## config.mk

```make
export PLATFORM = sky130hd
export DESIGN_NAME = vidmem_host_port
export DESIGN_NICKNAME = d
export VERILOG_FILES = /design/src/rtl/fbhi_pkg.sv /design/src/rtl/fbhi_decode.sv /design/src/rtl/fbhi_ptr.sv /design/src/rtl/fbhi_rdpath.sv /design/src/rtl/vidmem_host_port.sv
export SDC_FILE = /design/constraint.sdc
export NUM_CORES = 1
export LEC_CHECK = 0
export CELL_PAD_IN_SITES_DETAIL_PLACEMENT = 0
export CELL_PAD_IN_SITES_GLOBAL_PLACEMENT = 1
export CORE_ASPECT_RATIO = 1.75
export CORE_MARGIN = 2
export CORE_UTILIZATION = 29
export CTS_BUF_LIST = sky130_fd_sc_hd__clkbuf_8
export DETAILED_ROUTE_END_ITERATION = 6
export GPL_TIMING_DRIVEN = 0
export MAX_ROUTING_LAYER = met4
export PLACE_DENSITY_LB_ADDON = 0.1
export SYNTH_ARGS = -nofsm -noshare
export SYNTH_HDL_FRONTEND = slang
export SYNTH_SLANG_ARGS = --single-unit
```

## constraint.sdc

```tcl
create_clock -name clk -period 4.2 [get_ports clk]
set_clock_uncertainty 0.05 [all_clocks]
set_input_delay 0.63 -clock clk [delete_from_list [all_inputs] [get_ports clk]]
set_output_delay 0.63 -clock clk [all_outputs]
set_load 0.02 [all_outputs]
```

## src/rtl/fbhi_pkg.sv

```systemverilog
package fbhi_pkg;

  localparam int unsigned WORD_W = 32;
  localparam int unsigned RGB_W  = 12;

  typedef enum logic [2:0] {
    SEL_RPTR  = 3'd0,
    SEL_WPTR  = 3'd1,
    SEL_DATA  = 3'd2,
    SEL_PSLOT = 3'd3,
    SEL_PCOL  = 3'd4,
    SEL_STAT  = 3'd5,
    SEL_NONE  = 3'd7
  } reg_sel_e;

  // true when a word pointer lands inside the populated video memory
  function automatic logic ptr_in_range(input logic [31:0] ptr, input int unsigned words);
    return ptr < words;
  endfunction

  // status word: mode code on top, vertical blank in bit 0
  function automatic logic [WORD_W-1:0] status_word(input logic [3:0] mode, input logic vb);
    return {mode, 27'd0, vb};
  endfunction

  function automatic logic [RGB_W-1:0] colour_field(input logic [WORD_W-1:0] d);
    return d[RGB_W-1:0];
  endfunction

endpackage

```

## src/rtl/fbhi_decode.sv

```systemverilog
module fbhi_decode
  import fbhi_pkg::*;
#(
  parameter int unsigned      BUS_AW   = 12,
  parameter logic [BUS_AW-1:0] BUS_BASE = BUS_AW'('h900)
) (
  input  logic [BUS_AW-1:0] addr,
  output reg_sel_e          sel
);
  localparam int unsigned NREGS = 6;

  logic [BUS_AW-1:0] offset;

  always_comb begin
    offset = addr - BUS_BASE;
    if (offset < BUS_AW'(NREGS)) sel = reg_sel_e'(offset[2:0]);
    else                         sel = SEL_NONE;
  end
endmodule

```

## src/rtl/fbhi_ptr.sv

```systemverilog
module fbhi_ptr #(
  parameter int unsigned W = 15
) (
  input  logic         clk,
  input  logic         rst_n,
  input  logic         load,
  input  logic [W-1:0] load_val,
  input  logic         step,
  output logic [W-1:0] q
);
  always_ff @(posedge clk) begin
    if (!rst_n)    q <= '0;
    else if (load) q <= load_val;
    else if (step) q <= q + W'(1);
  end
endmodule

```

## src/rtl/fbhi_rdpath.sv

```systemverilog
module fbhi_rdpath
  import fbhi_pkg::*;
(
  input  logic              clk,
  input  logic              rst_n,
  input  logic              rd,
  input  logic              from_ram,
  input  logic [WORD_W-1:0] imm_val,
  input  logic [WORD_W-1:0] ram_data,
  output logic [WORD_W-1:0] rdata
);
  logic              ram_q;
  logic [WORD_W-1:0] imm_q;

  always_ff @(posedge clk) begin
    if (!rst_n) begin
      ram_q <= 1'b0;
      imm_q <= '0;
    end else begin
      ram_q <= rd && from_ram;
      imm_q <= rd ? imm_val : '0;
    end
  end

  assign rdata = ram_q ? ram_data : imm_q;
endmodule

```

## src/rtl/vidmem_host_port.sv

```systemverilog
module vidmem_host_port
  import fbhi_pkg::*;
#(
  parameter int unsigned       BUS_AW     = 12,
  parameter logic [BUS_AW-1:0] BUS_BASE   = BUS_AW'('h900),
  parameter int unsigned       VA_W       = 15,
  parameter int unsigned       LINE_WORDS = 80,
  parameter int unsigned       LINES      = 400,
  parameter int unsigned       PAL_N      = 16,
  parameter logic [3:0]        MODE_CODE  = 4'd1
) (
  input  logic                     clk,
  input  logic                     rst_n,
  input  logic [BUS_AW-1:0]        host_addr,
  input  logic                     host_wr,
  input  logic                     host_rd,
  input  logic [31:0]              host_wdata,
  output logic [31:0]              host_rdata,
  input  logic                     vblank,
  output logic [VA_W-1:0]          vram_raddr,
  output logic                     vram_ren,
  input  logic [31:0]              vram_rdata,
  output logic [VA_W-1:0]          vram_waddr,
  output logic                     vram_wen,
  output logic [31:0]              vram_wdata,
  output logic                     pal_we,
  output logic [$clog2(PAL_N)-1:0] pal_slot,
  output logic [11:0]              pal_rgb
);
  localparam int unsigned VMEM_WORDS = LINE_WORDS * LINES;
  localparam int unsigned PS_W       = $clog2(PAL_N);

  reg_sel_e        sel;
  logic [VA_W-1:0] ra_q, wa_q;
  logic [PS_W-1:0] ps_q;
  logic            ld_ra, ld_wa, io_rd, io_wr, ra_ok, wa_ok;
  logic            vram_rd_fire, vram_wr_fire, pal_fire;
  logic [31:0]     imm_val;

  fbhi_decode #(.BUS_AW(BUS_AW), .BUS_BASE(BUS_BASE)) u_dec (
    .addr (host_addr),
    .sel  (sel)
  );

  // named internal events
  assign ld_ra        = host_wr && (sel == SEL_RPTR);
  assign ld_wa        = host_wr && (sel == SEL_WPTR);
  assign io_rd        = host_rd && (sel == SEL_DATA);
  assign io_wr        = host_wr && (sel == SEL_DATA);
  assign ra_ok        = ptr_in_range(32'(ra_q), VMEM_WORDS);
  assign wa_ok        = ptr_in_range(32'(wa_q), VMEM_WORDS);
  assign vram_rd_fire = io_rd && ra_ok;
  assign vram_wr_fire = io_wr && wa_ok;
  assign pal_fire     = host_wr && (sel == SEL_PCOL);

  fbhi_ptr #(.W(VA_W)) u_rptr (
    .clk      (clk),
    .rst_n    (rst_n),
    .load     (ld_ra),
    .load_val (host_wdata[VA_W-1:0]),
    .step     (io_rd),
    .q        (ra_q)
  );

  fbhi_ptr #(.W(VA_W)) u_wptr (
    .clk      (clk),
    .rst_n    (rst_n),
    .load     (ld_wa),
    .load_val (host_wdata[VA_W-1:0]),
    .step     (io_wr),
    .q        (wa_q)
  );

  always_ff @(posedge clk) begin
    if (!rst_n)                            ps_q <= '0;
    else if (host_wr && sel == SEL_PSLOT)  ps_q <= host_wdata[PS_W-1:0];
  end

  always_comb begin
    unique case (sel)
      SEL_RPTR: imm_val = 32'(ra_q);
      SEL_WPTR: imm_val = 32'(wa_q);
      SEL_STAT: imm_val = status_word(MODE_CODE, vblank);
      default:  imm_val = '0;
    endcase
  end

  fbhi_rdpath u_rd (
    .clk      (clk),
    .rst_n    (rst_n),
    .rd       (host_rd),
    .from_ram (vram_rd_fire),
    .imm_val  (imm_val),
    .ram_data (vram_rdata),
    .rdata    (host_rdata)
  );

  assign vram_raddr = ra_q;
  assign vram_ren   = vram_rd_fire;
  assign vram_waddr = wa_q;
  assign vram_wen   = vram_wr_fire;
  assign vram_wdata = host_wdata;
  assign pal_we     = pal_fire;
  assign pal_slot   = ps_q;
  assign pal_rgb    = colour_field(host_wdata);
endmodule

```

=== Word level (Yosys, flattened, before mapping) ===
Index checks and enable logic that the tools add are counted.

* Input port bits: 81
* Output and inout bits: 113
* Register bits after elaboration: 67

* $lt $le $gt $ge: 3
* $add $sub $neg: 3
* Equal/unequal tests: 5
* Reductions and logical operators: 13
* Mux-type cells: 7

{| class="wikitable"
|+ Operators with widths
! cell !! count
|-
| $pmux W29 S3 || 1
|-
| $mux W15 || 4
|-
| $mux W32 || 1
|-
| $add A15 B1 Y15 const B || 2
|-
| $lt A15 B15 Y1 const B || 2
|-
| $lt A12 B3 Y1 const B || 1
|-
| $sub A12 B12 Y12 const B || 1
|-
| $logic_and A1 B1 Y1 || 9
|-
| $eq A3 B2 Y1 const B || 2
|-
| $eq A3 B3 Y1 const B || 2
|-
| $reduce_bool A2 Y1 || 2
|-
| $eq A3 B1 Y1 const B || 1
|-
| $logic_not A3 Y1 || 1
|-
| $mux W3 || 1
|-
| $reduce_and A2 Y1 || 1
|}

=== Logic depth before layout (Yosys ltp) ===
Gate-level depths: netlist of the first run.

* Word-level depth: 7
* Gate-level depth with buffers: 7
* Gate-level depth less buffers: 6

=== Modules after synthesis ===
From an unflattened synthesis of the first run, not the netlist that was laid out.

* Cells, all modules: 415
* Area total of the unflattened synthesis: 3940.0 um2

{| class="wikitable"
|+ Modules (own cells, without submodules)
! module !! area each (um2) !! cells an instance !! sequential area each (um2) !! instances
|-
| fbhi_ptr || 772.0 || 93 || 300.3 || 2
|-
| fbhi_rdpath || 1433.9 || 108 || 660.6 || 1
|-
| vidmem_host_port || 894.6 || 114 || 80.1 || 1
|-
| fbhi_decode || 67.6 || 7 || 0.0 || 1
|}

=== Worst setup path after synthesis of the first run ===
Ideal clock, no wire load.

* Path type: input-to-output
* Start: input host_addr[5]
* End: output vram_wen
* Arrival time: 2.207 ns
* Stages on the path: 4
* Path slack: 1.313 ns
* Cell sequence: or4_4 -> nor4_2 -> clkbuf_1 -> o31a_1

* Word-level cells in the longest chain between the ends: 6

{| class="wikitable"
|+ RTL lines
! item !! RTL line !! source
|-
| from (decl) || vidmem_host_port.sv:14 || <nowiki>input logic [BUS_AW-1:0] host_addr,</nowiki>
|-
| $sub A12 B12 Y12 || fbhi_decode.sv:15 || <nowiki>offset = addr - BUS_BASE;</nowiki>
|-
| $lt A12 B3 Y1 || fbhi_decode.sv:16 || <nowiki>if (offset < BUS_AW'(NREGS)) sel = reg_sel_e'(offset[2:0]);</nowiki>
|-
| $mux W3 || fbhi_decode.sv:16 ||
|-
| $eq A3 B2 Y1 || vidmem_host_port.sv:49 || <nowiki>assign io_wr = host_wr && (sel == SEL_DATA);</nowiki>
|-
| $logic_and A1 B1 Y1 || vidmem_host_port.sv:49 ||
|-
| $logic_and A1 B1 Y1 || vidmem_host_port.sv:53 || <nowiki>assign vram_wr_fire = io_wr && wa_ok;</nowiki>
|-
| to (decl) || vidmem_host_port.sv:24 || <nowiki>output logic vram_wen,</nowiki>
|}

Every way passes these cells.

=== Worst setup path after layout of the first run ===
Ends and elaborated chain as after synthesis.

==> flow_metrics.env, run 1 <==
export IMPL_status="finished clean"
export IMPL_synth_compound_area_frac=0.196
export IMPL_yosysSeqAreaShare=0.311
export IMPL_die_width_um=84.4
export IMPL_worstMarginPinSlew_ns=1.24
export IMPL_die_h_um=145
export IMPL_place_gp_congestion=0.818
export IMPL_cp_end_kind="output pin"
export IMPL_cp_top_family="buffers and inverters"
export IMPL_finalCritPeriodShare=0.970
export IMPL_layout_drive_gt1_share=0.147
export IMPL_dr_pass1_iters=4
export IMPL_crit_path_cell_trace="clkdlybuf4s50_1 -> or4_4 -> nor4_4 -> clkbuf_1 -> o31a_1 -> clkdlybuf4s50_1"
export IMPL_synthAdderAreaFrac=0.00763
export IMPL_avgSynthCellArea_um2=8.09
export IMPL_setup_violations_final=0
export IMPL_synth_top_family_by_area="simple AND/OR/NAND/NOR gates"
export IMPL_htreeDepth=2
export IMPL_gr_total_overflow=0
export IMPL_placed_cells=712
export IMPL_path_buf_inv=3
export IMPL_core_rowCount=51
export IMPL_synthMuxAreaShare=0.0702
export IMPL_hpwl_um=9890
export IMPL_crit_fanout=10
export IMPL_synth_top_area_share=0.311
export IMPL_startpoint_type="input port"
export IMPL_grt_pass1_wl_um=18500
export IMPL_clkSlewWorstSetupHoldPaths_ns=0.09
export IMPL_slowest_delay_ns=0.63
export IMPL_final_nets=670
export IMPL_postRouteAntennaNets=0
export IMPL_clock_sinks=51
export IMPL_totalWireLength_um=12300
export IMPL_finalHoldViolations=0
export IMPL_fillCellCount=1142
export IMPL_maxCapViolations=0
export IMPL_io_pins=194
export IMPL_max_freq_mhz=246
export IMPL_grt_max_degree=15
export IMPL_drtIter0Drc=125
export IMPL_use_met3=0.0391
export IMPL_post_dp_cell_area_mm2=0.00519
export IMPL_numCtsBuffers=5
export IMPL_synth_edf_count=0
export IMPL_cts_tree="yes"
export IMPL_synth_distinct_cells=47
export IMPL_powerDensity_mw_per_mm2=185
export IMPL_routedWlPerCell_um=17.1
export IMPL_start_util=0.295
export IMPL_drc=0
export IMPL_netlist_instances=405
export IMPL_antenna_found_initial=0
export IMPL_root_buffer="clkbuf_8"
export IMPL_synth_seq_cells=51
export IMPL_cts_setup_buffers=0
export IMPL_grtUsageMet2=0.355
export IMPL_cp_num_cells=6
export IMPL_critPathArrivalTime_ns=3.39
export IMPL_synth_simple_area_share=0.271
export IMPL_ir_drop_mv=0.133
export IMPL_syn_cell_area_mm2=0.00328
export IMPL_rr_worst_depth=6
export IMPL_postCtsHoldBufs=0
export IMPL_stdcell_area_mm2=0.00531
export IMPL_synth_top_cell_by_area="dfxtp_1"
export IMPL_io_buffers=175
export IMPL_synth_common_cells="dfxtp_1, buf_4, nor2_1, a21oi_1"
export IMPL_slew_violations=0
export IMPL_async_flop_share=0
export IMPL_grt_setup_unrepaired="false"
export IMPL_synth_nets=488
export IMPL_via_per_inst=5.19
export IMPL_synth_most_common_cell="dfxtp_1"
export IMPL_clockBufferDepth=2
export IMPL_cp_common_cell="clkdlybuf4s50_1"
export IMPL_core_area_mm2=0.0111
export IMPL_synth_flop_cell="dfxtp_1"
export IMPL_final_cells=719
export IMPL_grtUsageTotal=0.199
export IMPL_synth_xor_area_frac=0.00267
export IMPL_relSlewSlack=0.166
export IMPL_vias=3731
export IMPL_path_class="in2out"
export IMPL_period_needed_ns=4.07
export IMPL_hold_depth=2
export IMPL_grt_pass1_vias=3486
export IMPL_grt_use_met1=0.215
export IMPL_p_leak_uw=0.00187
export IMPL_yosys_top_cells_area="dfxtp_1, buf_4, mux2_2"
export IMPL_grt_busiest_layer="met2"
export IMPL_die_area_mm2=0.0122
export IMPL_area_growth_syn_to_layout_pct=62.0
export IMPL_required_ns=3.52
export IMPL_yosysWarnings=0
export IMPL_hold_path_class="reg2reg"
export IMPL_diodes=0
export IMPL_cp_slowest_cell="clkdlybuf4s50_1"
export IMPL_clkLatencyLatePin_ns=0.31
## cell usage in the layout (no fill, tap or decap), drive strengths merged, types with 9 or more instances in the layout
master         count
a21oi             27
clkbuf            19
mux2              16
a31oi              9
clkdlybuf4s50    175
nand4             11
nand2             23
nor2              36
inv                9
a22oi             22
and2              23
nand3             19
nor3              14
o211ai             9
o21ai             16
dfxtp             51
buf               52
## state kept, by name (all words and copies together) (netlist names)
| signal | count |
|---|---|
| pal_slot | 4 |
| u_rd.imm_q | 16 |
| u_rd.ram_q | 1 |
| u_rptr.q | 15 |
| u_wptr.q | 15 |
## cells by family after synthesis
kind of cell	after synthesis
buf+inv	74
mux	21
xor+xnor	1
flops	51
fa+ha+maj	2
simple gates	158
compound gates	98
## stage by stage
step	total power, µW	TNS (ns)	hold slack [ns]	utilization	setup slack [ns]
final	981	0	0.456	0.478	0.128
after global routing	1020	0	0.496	0.478	0.0153
after CTS	993	0	0.464	0.478	0.0702
after detailed placement	694	-0.116	0.437	0.468	-0.116
after global placement	692	-0.159	0.427	0.468	-0.111
after floorplan	575	0	0.526	-	1.31
## repair_timing
action                                  CTS  global route
gates cloned                              0             0
resized for setup                         3             1
endpoints found under the setup margin    1             1
## final timing paths
| kind | from | slack [ns] | to |
|---|---|---|---|
| worst max-delay path | host_addr[5] | 0.13 | vram_wen |
| worst min-delay path | pal_slot[3] | 0.46 | pal_slot[3] |
| worst max register to register | u_wptr.q[0] | 2.21 | u_wptr.q[8] |
| worst min register to register | pal_slot[3] | 0.46 | pal_slot[3] |
## layout make-up
| class | instances | area [µm²] | area share |
|---|---|---|---|
| repair buffers | 175 | 1750 | 0.330 |
| clock buffers | 6 | 82.6 | 0.0156 |
| inverters | 9 | 33.8 | 0.00636 |
| multi-input cells | 280 | 1820 | 0.343 |
| plain buffers | 65 | 428 | 0.0806 |
| well taps | 132 | 165 | 0.0311 |
| clock inverters | 1 | 5.00 | 0.000943 |
| flip-flops and latches | 51 | 1020 | 0.192 |
## power breakdown
part | switching (µW) | total, µW | internal [µW]
Clock | 169 | 299 | 130
Combinational | 80.4 | 199 | 119
Sequential | 0.0571 | 483 | 483
## tightest hold or removal path: stages (launching register included)
cell and delay (ns):
dfxtp_1 0.34, mux2i_1 0.07, nor2_1 0.07
## per-layer routing
layer / vias to the layer above / wire [µm]
met2: 193 / 6480
met1: 1716 / 4560
met5: - / 0
met3: 16 / 910
met4: 0 / 363
li1: 1806 / -
Power figures use the tool's default switching activity.
==> run 2: changes to the inputs <==
Settings changed: HOLD_SLACK_MARGIN set to 0.06.
==> results of run 2 <==
Final layout, timing and power as in run 1 (identical DEF).
